==> config.mk <==
export PLATFORM = sky130hd
export DESIGN_NAME = ctlbit_vote_filter
export DESIGN_NICKNAME = d
export VERILOG_FILES = /design/src/rtl/ctlbit_vote_pkg.sv /design/src/rtl/ctlbit_frame_seq.sv /design/src/rtl/ctlbit_vote_cell.sv /design/src/rtl/ctlbit_vote_filter.sv
export SDC_FILE = /design/constraint.sdc
export NUM_CORES = 1
export LEC_CHECK = 0
export BUFFER_PORTS_ARGS = -buffer_cell sky130_fd_sc_hd__buf_2
export CAP_MARGIN = 10
export CORE_MARGIN = 2
export CORE_UTILIZATION = 45
export CTS_BUF_LIST = sky130_fd_sc_hd__clkbuf_2
export DETAILED_ROUTE_END_ITERATION = 10
export PLACE_DENSITY = 0.6
export SYNTH_ARGS = -nofsm -noshare
export SYNTH_HDL_FRONTEND = slang
export SYNTH_HIERARCHICAL = 1
export SYNTH_SLANG_ARGS = --single-unit
==> constraint.sdc <==
create_clock -name clk -period 3.08 [get_ports clk]
set_clock_uncertainty 0.15 [all_clocks]
set_input_delay 0.154 -clock clk [delete_from_list [all_inputs] [get_ports clk]]
set_output_delay 0.154 -clock clk [all_outputs]
set_load 0.03 [all_outputs]
==> src/rtl/ctlbit_vote_pkg.sv <==
package ctlbit_vote_pkg;
    typedef enum logic {
        ST_UNLOCKED = 1'b0,
        ST_COLLECT  = 1'b1
    } seq_state_t;
endpackage

==> src/rtl/ctlbit_frame_seq.sv <==
module ctlbit_frame_seq
    import ctlbit_vote_pkg::*;
#(
    parameter int WIN = 16,
    localparam int FW = $clog2(WIN)
) (
    input  logic          clk,
    input  logic          rst_n,
    input  logic          align_ok,
    input  logic          frame_stb,
    output logic          take,
    output logic          last,
    output logic          clr,
    output logic [FW-1:0] frame_idx
);
    seq_state_t state_q, state_d;

    always_comb begin
        state_d = state_q;
        unique case (state_q)
            ST_UNLOCKED: if (align_ok)  state_d = ST_COLLECT;
            ST_COLLECT:  if (!align_ok) state_d = ST_UNLOCKED;
            default:     state_d = ST_UNLOCKED;
        endcase
    end

    always_ff @(posedge clk or negedge rst_n) begin
        if (!rst_n) state_q <= ST_UNLOCKED;
        else        state_q <= state_d;
    end

    always_comb begin
        take = 1'b0;
        clr  = 1'b0;
        unique case (state_q)
            ST_UNLOCKED: clr  = 1'b1;
            ST_COLLECT:  begin
                clr  = !align_ok;
                take = align_ok && frame_stb;
            end
            default:     clr  = 1'b1;
        endcase
        last = take && (frame_idx == FW'(WIN - 1));
    end

    always_ff @(posedge clk or negedge rst_n) begin
        if (!rst_n)    frame_idx <= '0;
        else if (clr)  frame_idx <= '0;
        else if (take) frame_idx <= last ? '0 : frame_idx + 1'b1;
    end
endmodule

==> src/rtl/ctlbit_vote_cell.sv <==
module ctlbit_vote_cell #(
    parameter int WIN = 16,
    localparam int CW  = $clog2(WIN + 1),
    localparam int THR = WIN / 2 + 1,
    localparam int LOW = (WIN - 1) / 2
) (
    input  logic          clk,
    input  logic          rst_n,
    input  logic          take,
    input  logic          last,
    input  logic          clr,
    input  logic          bit_in,
    output logic [CW-1:0] tally,
    output logic          decided
);
    logic [CW-1:0] total;

    assign total = tally + CW'(bit_in);

    always_ff @(posedge clk or negedge rst_n) begin
        if (!rst_n) begin
            tally   <= '0;
            decided <= 1'b0;
        end else if (clr) begin
            tally   <= '0;
        end else if (take) begin
            if (last) begin
                tally <= '0;
                if (total >= CW'(THR))      decided <= 1'b1;
                else if (total <= CW'(LOW)) decided <= 1'b0;
            end else begin
                tally <= total;
            end
        end
    end
endmodule

==> src/rtl/ctlbit_vote_filter.sv <==
module ctlbit_vote_filter #(
    parameter int NBITS = 4,
    parameter int WIN   = 16,
    localparam int CW   = $clog2(WIN + 1),
    localparam int FW   = $clog2(WIN)
) (
    input  logic             clk,
    input  logic             rst_n,
    input  logic             frame_stb,
    input  logic [NBITS-1:0] raw_bits,
    input  logic             align_ok,
    input  logic             pin_en,
    output logic [NBITS-1:0] flags,
    output logic [NBITS-1:0] flag_pins
);
    logic                take, last, clr;
    logic [FW-1:0]       frame_idx;
    logic [NBITS*CW-1:0] tallies;

    ctlbit_frame_seq #(.WIN(WIN)) u_seq (
        .clk(clk), .rst_n(rst_n), .align_ok(align_ok), .frame_stb(frame_stb),
        .take(take), .last(last), .clr(clr), .frame_idx(frame_idx)
    );

    for (genvar i = 0; i < NBITS; i++) begin : g_lane
        ctlbit_vote_cell #(.WIN(WIN)) u_cell (
            .clk(clk), .rst_n(rst_n), .take(take), .last(last), .clr(clr),
            .bit_in(raw_bits[i]), .tally(tallies[i*CW +: CW]),
            .decided(flags[i])
        );
    end

    always_comb begin
        flag_pins = '0;
        if (pin_en) flag_pins = flags;
    end
endmodule

==> reports/results.ini, run 1 <==
[sta]
fin_tns_setup_ps = 0
period_minus_slack_ps = 1820
hold_viol_final = 0
rsz0062_at_grt = no
finalCritPeriodShare_pct = 59.0
slew_headroom_pct = 56.5
worstMarginPinSlew_ps = 652
fmax_mhz = 550
finalSetupViolations = 0
slew_viol_final = 0
whs_ps = 105

[grt]
grt_first_pass_wirelength_um = 6000
gr-total-overflow = 0
grt_use_total_pct = 18.2
antenna_found_initial = 0
grt_pass1_vias = 1388
grt_max_degree = 37

[layout]
area_delta_synth_final_pct = 11.1
diodes = 0
drive_above_1_share_pct = 22.5
fin_nets = 226

[logic_synthesis]
synth_edf_count = 0
synth_top_area_share_pct = 41.8
synth_flop_cell = dfrtp_1
synth_top_area_cell = dfrtp_1
synth_cell_types = 28
synth.top_cells.by_count = dfrtp_1 (29), a21oi_1 (21), nand2_1 (13), nand3_1 (13), nor2_1 (13)
ys_async_sr_fraction_pct = 100
yosysSeqAreaShare_pct = 41.8
synthesis.area_um2 = 1740
netlist_instances = 184
yosys_register_bits = 29
syn-num-nets = 202
ys.warnings.count = 6
synth_area_leaders = dfrtp_1 (42%), ha_1 (6.5%), a21oi_1 (6.1%), nand3b_1 (5.2%), nand3_1 (3.7%)
synth_most_common_cell = dfrtp_1
avgSynthCellArea_um2 = 9.44

[critical_path]
path_max_fanout = 16
r2r-start = u_seq/state_q
crit_required_ps = 3200
cp.arrival_ps = 1940
critPathKind = in -> reg
crit_slowest_cell = dlygate4sd3_1
crit_path_start = align_ok
critPathMaxStageDelay_ps = 530
cp-start-kind = input pin
end_kind = flip-flop
path_cells = dlygate4sd3_1 > buf_2 > nand2_1 > buf_4 > inv_1 > and3_1 > a31o_2

[clock_tree]
insertion_delay_ps = 380
h-tree-depth = 2
cts_buffer_depth = 2
cts_tree = yes
cts_sinks = 29
cts_buffers = 5
cts-root-buf = clkbuf_2
clk_pin_slew_ps = 170

[outcome]
status = completed

[die]
dieArea_um2 = 4370
core_area_um2 = 3690
die_y_um = 66.1
initial_core_util_pct = 47.1
rows = 22
die_w_um = 66.1
ios = 17

[placement]
gp_congestion = 0.753
dp_hpwl_um = 2350
io_buffers = 16

[power]
ir_worst_vdd_mv = 0.184
p_per_area_nw_per_um2 = 325
p_leak_nw = 0.899

[drt]
drt-initial-drc-count = 75
wl_per_cell_um = 13.4
drc = 0
ant_nets = 0
vias = 1361
routed_via_density = 5.30
finalWirelength_um = 3440
drtPass1Iterations = 4

[run]
timing.max_cap.violations = 0

[min_path]
hold_class = in -> reg
hold_path.startpoint = raw_bits[1]

[power breakdown]
group          total [mW]  leakage, nW  switching (mW)  internal [mW]
Combinational      0.0533        0.469          0.0354         0.0179
Sequential          0.385        0.402         0.00177          0.383
Clock               0.188       0.0278           0.138         0.0496
Total               0.626        0.899           0.176          0.451
[layout make-up]
cell class	count	area, µm²
clock buffers	5	25.0
clock inverters	3	12.5
fillers	377	1760
inverters	12	45.0
multi-input cells	138	928
flip-flops and latches	29	726
well taps	48	60.1
repair buffers	22	133
[layer usage]
metal / vias up / routed length [µm] / GRT usage [%]
li1: 699 / - / -
met1: 634 / 1700 / 23.4
met2: 21 / 1580 / 29.1
met3: 7 / 99 / 3.58
met4: 0 / 63 / 9.18
met5: - / 0 / 0
[worst max-delay path: cells and delay by family]
family,cells,cell delay (ps)
buffers and inverters,4,1050
and+or+nand+nor,2,520
AOI/OAI and AO/OA,1,200
[what timing repair did]
item / in CTS / in global routing
hold buffers: 3 / 0
resized for setup: 0 / 0
buffers inserted: 0 / 0
endpoints found under the hold margin: 31 / 0
[flip-flops by register name, summed over array words and instances, names as in the netlist]
| register | cells |
|---|---|
| u_seq/frame_idx | 4 |
| g_lane.u_cell/decided | 4 |
| g_lane.u_cell/tally | 20 |
| u_seq/state_q | 1 |
[placed cells by master, fill, tap and decap left out]
| cell type | instances |
|---|---|
| nor3_2 | 1 |
| clkbuf_2 | 5 |
| buf_2 | 16 |
| nand2_2 | 1 |
| and2_1 | 4 |
| nand2_1 | 13 |
| a41oi_1 | 1 |
| xnor2_2 | 4 |
| xnor2_1 | 4 |
| inv_2 | 4 |
| nand2b_1 | 4 |
| a21oi_1 | 21 |
| mux2i_1 | 2 |
| ha_1 | 9 |
| a31o_2 | 4 |
| nand3_1 | 13 |
| clkinv_1 | 2 |
| nor2_1 | 13 |
| nand3_2 | 4 |
| nand2b_2 | 4 |
| nand4_1 | 1 |
| xor2_1 | 1 |
| and3_1 | 5 |
| nand3b_1 | 12 |
| inv_1 | 8 |
| nor3_1 | 4 |
| clkinv_2 | 1 |
| dfrtp_1 | 29 |
| o21ai_1 | 4 |
| o32ai_1 | 4 |
| buf_4 | 3 |
| dlygate4sd3_1 | 3 |
| a31oi_1 | 5 |
[worst paths after layout]
kind,end,slack [ps],cells past startpoint
max in group asynchronous,g_lane[0].u_cell/tally[1],2180,2
setup reg to reg,g_lane[0].u_cell/tally[3],1310,5
setup / recovery,g_lane[0].u_cell/tally[3],1260,7
hold reg to reg,g_lane[0].u_cell/tally[0],400,2
hold / removal,g_lane[1].u_cell/tally[0],100,4
min in group asynchronous,g_lane[2].u_cell/tally[4],160,2
[through the flow]
step                      setup slack [ps]  cells  util (%)  instance area (µm²)  power, mW
after global routing                  1130    257      52.3                 1930      0.664
final                                 1260    257      52.3                 1930      0.626
after global placement                1350    246      50.5                 1860      0.441
after detailed placement              1280    246      50.5                 1860      0.443
after CTS                             1250    257      52.3                 1930      0.639
after floorplan                        916    184         -                 1740      0.423
[cells by family after synthesis]
| family | count (synthesis) | synth area share (%) |
|---|---|---|
| AOI/OAI and AO/OA | 39 | 13.5 |
| xor gates and xnor gates | 9 | 6.27 |
| buffers and inverters | 17 | 4.76 |
| DFF | 29 | 41.8 |
| muxes | 2 | 1.15 |
| adders and majority gates | 9 | 6.48 |
| and+or+nand+nor | 79 | 26.0 |
(Power assumes the default switching activity.)
==> run 2, diff against run 1 <==
Settings changed: PLACE_DENSITY 0.6 to 0.63.
Clock period 3.08 ns to 1.63 ns, I/O delays scaled along.
==> reports/results.ini, run 2 (synthesized netlist as in run 1, its figures left out) <==
[die]
dieArea_um2 = 4370  ; unchanged
die_w_um = 66.1  ; unchanged
initial_core_util_pct = 47.1  ; unchanged
rows = 22  ; unchanged
ios = 17  ; unchanged
core_area_um2 = 3690  ; unchanged
die_y_um = 66.1  ; unchanged

[layout]
final_common_cell = dfrtp_1
top_register = g_lane.u_cell/tally
n_fill_cell = 344  ; -8.8%
fin_nets = 233  ; +3.1%
final_area_um2 = 2120  ; +10%
area_delta_synth_final_pct = 22.3
final_util_pct = 57.6  ; +5.3 points
largest_register_ffs = 20  ; unchanged
most-common-layout-cells = dfrtp_1 (29), a21oi_1 (20), buf_2 (16)
drive_above_1_share_pct = 33.8  ; +11 points
fin_cells = 264  ; +2.7%
largestRegisters = g_lane.u_cell/tally (20), g_lane.u_cell/decided (4), u_seq/frame_idx (4)
diodes = 0  ; unchanged

[placement]
dpl_cell_area_um2 = 1940  ; +4.0%
io_buffers = 16  ; unchanged
dp_slack_ps = 37.1  ; -1250 ps
dp_hpwl_um = 2560  ; +8.9%
gp_congestion = 0.831  ; +10%
placed_cells = 251  ; +2.0%

[sta]
worst_slack_ps = 31.0  ; -1230 ps
fin_tns_setup_ps = 0  ; unchanged
slew_viol_final = 0  ; unchanged
slew_headroom_pct = 57.2  ; +0.67 points
finalCritPeriodShare_pct = 98.1
whs_ps = 76.2  ; -28.4 ps
rsz0062_at_grt = yes
hold_viol_final = 0  ; unchanged
fmax_mhz = 625
finalSetupViolations = 0  ; unchanged
worstMarginPinSlew_ps = 642  ; -10.1 ps
period_minus_slack_ps = 1600

[grt]
grt_pass1_vias = 1400  ; +0.86%
grt_first_pass_wirelength_um = 6240  ; +4.1%
gr-total-overflow = 0  ; unchanged
grt_max_degree = 37  ; unchanged
antenna_found_initial = 0  ; unchanged
grt_use_total_pct = 19.0  ; +0.73 points

[clock_tree]
insertion_delay_ps = 350  ; -30 ps
cts-root-buf = clkbuf_2
clk_pin_slew_ps = 150  ; -20 ps
cts_buffer_depth = 2  ; unchanged
cts_buffers = 5  ; unchanged
h-tree-depth = 2  ; unchanged
cts_sinks = 29  ; unchanged
cts_tree = yes

[drt]
routed_via_density = 5.53  ; +4.4%
wl_per_cell_um = 14.7  ; +9.7%
drt-initial-drc-count = 24  ; -68%
drc = 0  ; unchanged
ant_nets = 0  ; unchanged
drtPass1Iterations = 4  ; unchanged
vias = 1459  ; +7.2%
finalWirelength_um = 3880  ; +13%

[critical_path]
cp-start-kind = flip-flop
path_cells = ha_2 > nand4_1 > nor2_4 > buf_12 > nor2_1 > a31o_2
crit_slowest_cell = dfrtp_1
cp.arrival_ps = 1700  ; -240 ps
critPathMaxStageDelay_ps = 380  ; -150 ps
ff2ff_setup_slack_ps = 30  ; -1280 ps
end_kind = flip-flop
crit_family = flip-flops
critPathKind = reg -> reg
path_max_fanout = 24  ; +8
critPathBufInv = 1  ; -3
crit_required_ps = 1730  ; -1470 ps

[outcome]
status = completed

[power]
p_leak_nw = 0.943  ; +4.8%
power.total_mw = 1.21  ; +94%
ir_worst_vdd_mv = 0.381  ; +110%
p_per_area_nw_per_um2 = 570  ; +76%

[min_path]
hold_class = in -> reg

[run]
timing.max_cap.violations = 0  ; unchanged

## run 2: cell types whose count changed in the layout (fill, tap and decap cells not counted), sizes merged
cell,before,now
clkinv,3,0
clkbuf,5,9
buf,19,25
## run 2: final timing paths
kind | startpoint | endpoint | cells past startpoint
hold / removal | raw_bits[1] | g_lane[1].u_cell/tally[0] | 4
min in group asynchronous | rst_n | g_lane[1].u_cell/tally[2] | 2
hold reg to reg | g_lane[2].u_cell/tally[0] | g_lane[2].u_cell/tally[0] | 2
setup reg to reg | u_seq/frame_idx[1] | g_lane[1].u_cell/tally[3] | 6
max in group asynchronous | rst_n | g_lane[3].u_cell/tally[2] | 2
setup / recovery | u_seq/frame_idx[1] | g_lane[1].u_cell/tally[3] | 6
## run 2: area by class of cell
class,count,area [µm²],share of cell area [%]
multi-input cells,138,1030,48.3
repair buffers,29,228,10.7
clock buffers,8,40.0,1.88
flip-flops and latches,29,726,34.2
well taps,48,60.1,2.83
inverters,12,45.0,2.12
## run 2: routing by layer
layer / vias up / share of wire [%] / track usage [%]
met3: 7 / 3.5 / 3.75
met2: 33 / 52 / 31.8
met1: 706 / 43 / 23.4
met4: 0 / 1.8 / 8.93
met5: - / 0 / 0
li1: 713 / - / -
## run 2: repair_timing
action	CTS	global route
hold buffers	3	0
resized for setup	0	15
gates cloned	0	1
endpoints found under the hold margin	34	0
buffers inserted	0	1
endpoints found under the setup margin	1	13
pin swaps	1	2
## run 2: power breakdown
part	switching [mW]	leakage [nW]	internal, mW
clock network	0.230	0.0332	0.127
registers	0.00261	0.402	0.724
logic	0.0774	0.507	0.0513
total	0.310	0.943	0.902
## run 2: worst reg2reg max path, delay by kind of cell, from the launching register on
family / cells / cell delay (ps)
AOI/OAI and AO/OA: 1 / 230
DFF: 1 / 380
adders and majority gates: 1 / 180
and+or+nand+nor: 3 / 390
buffers and inverters: 1 / 180
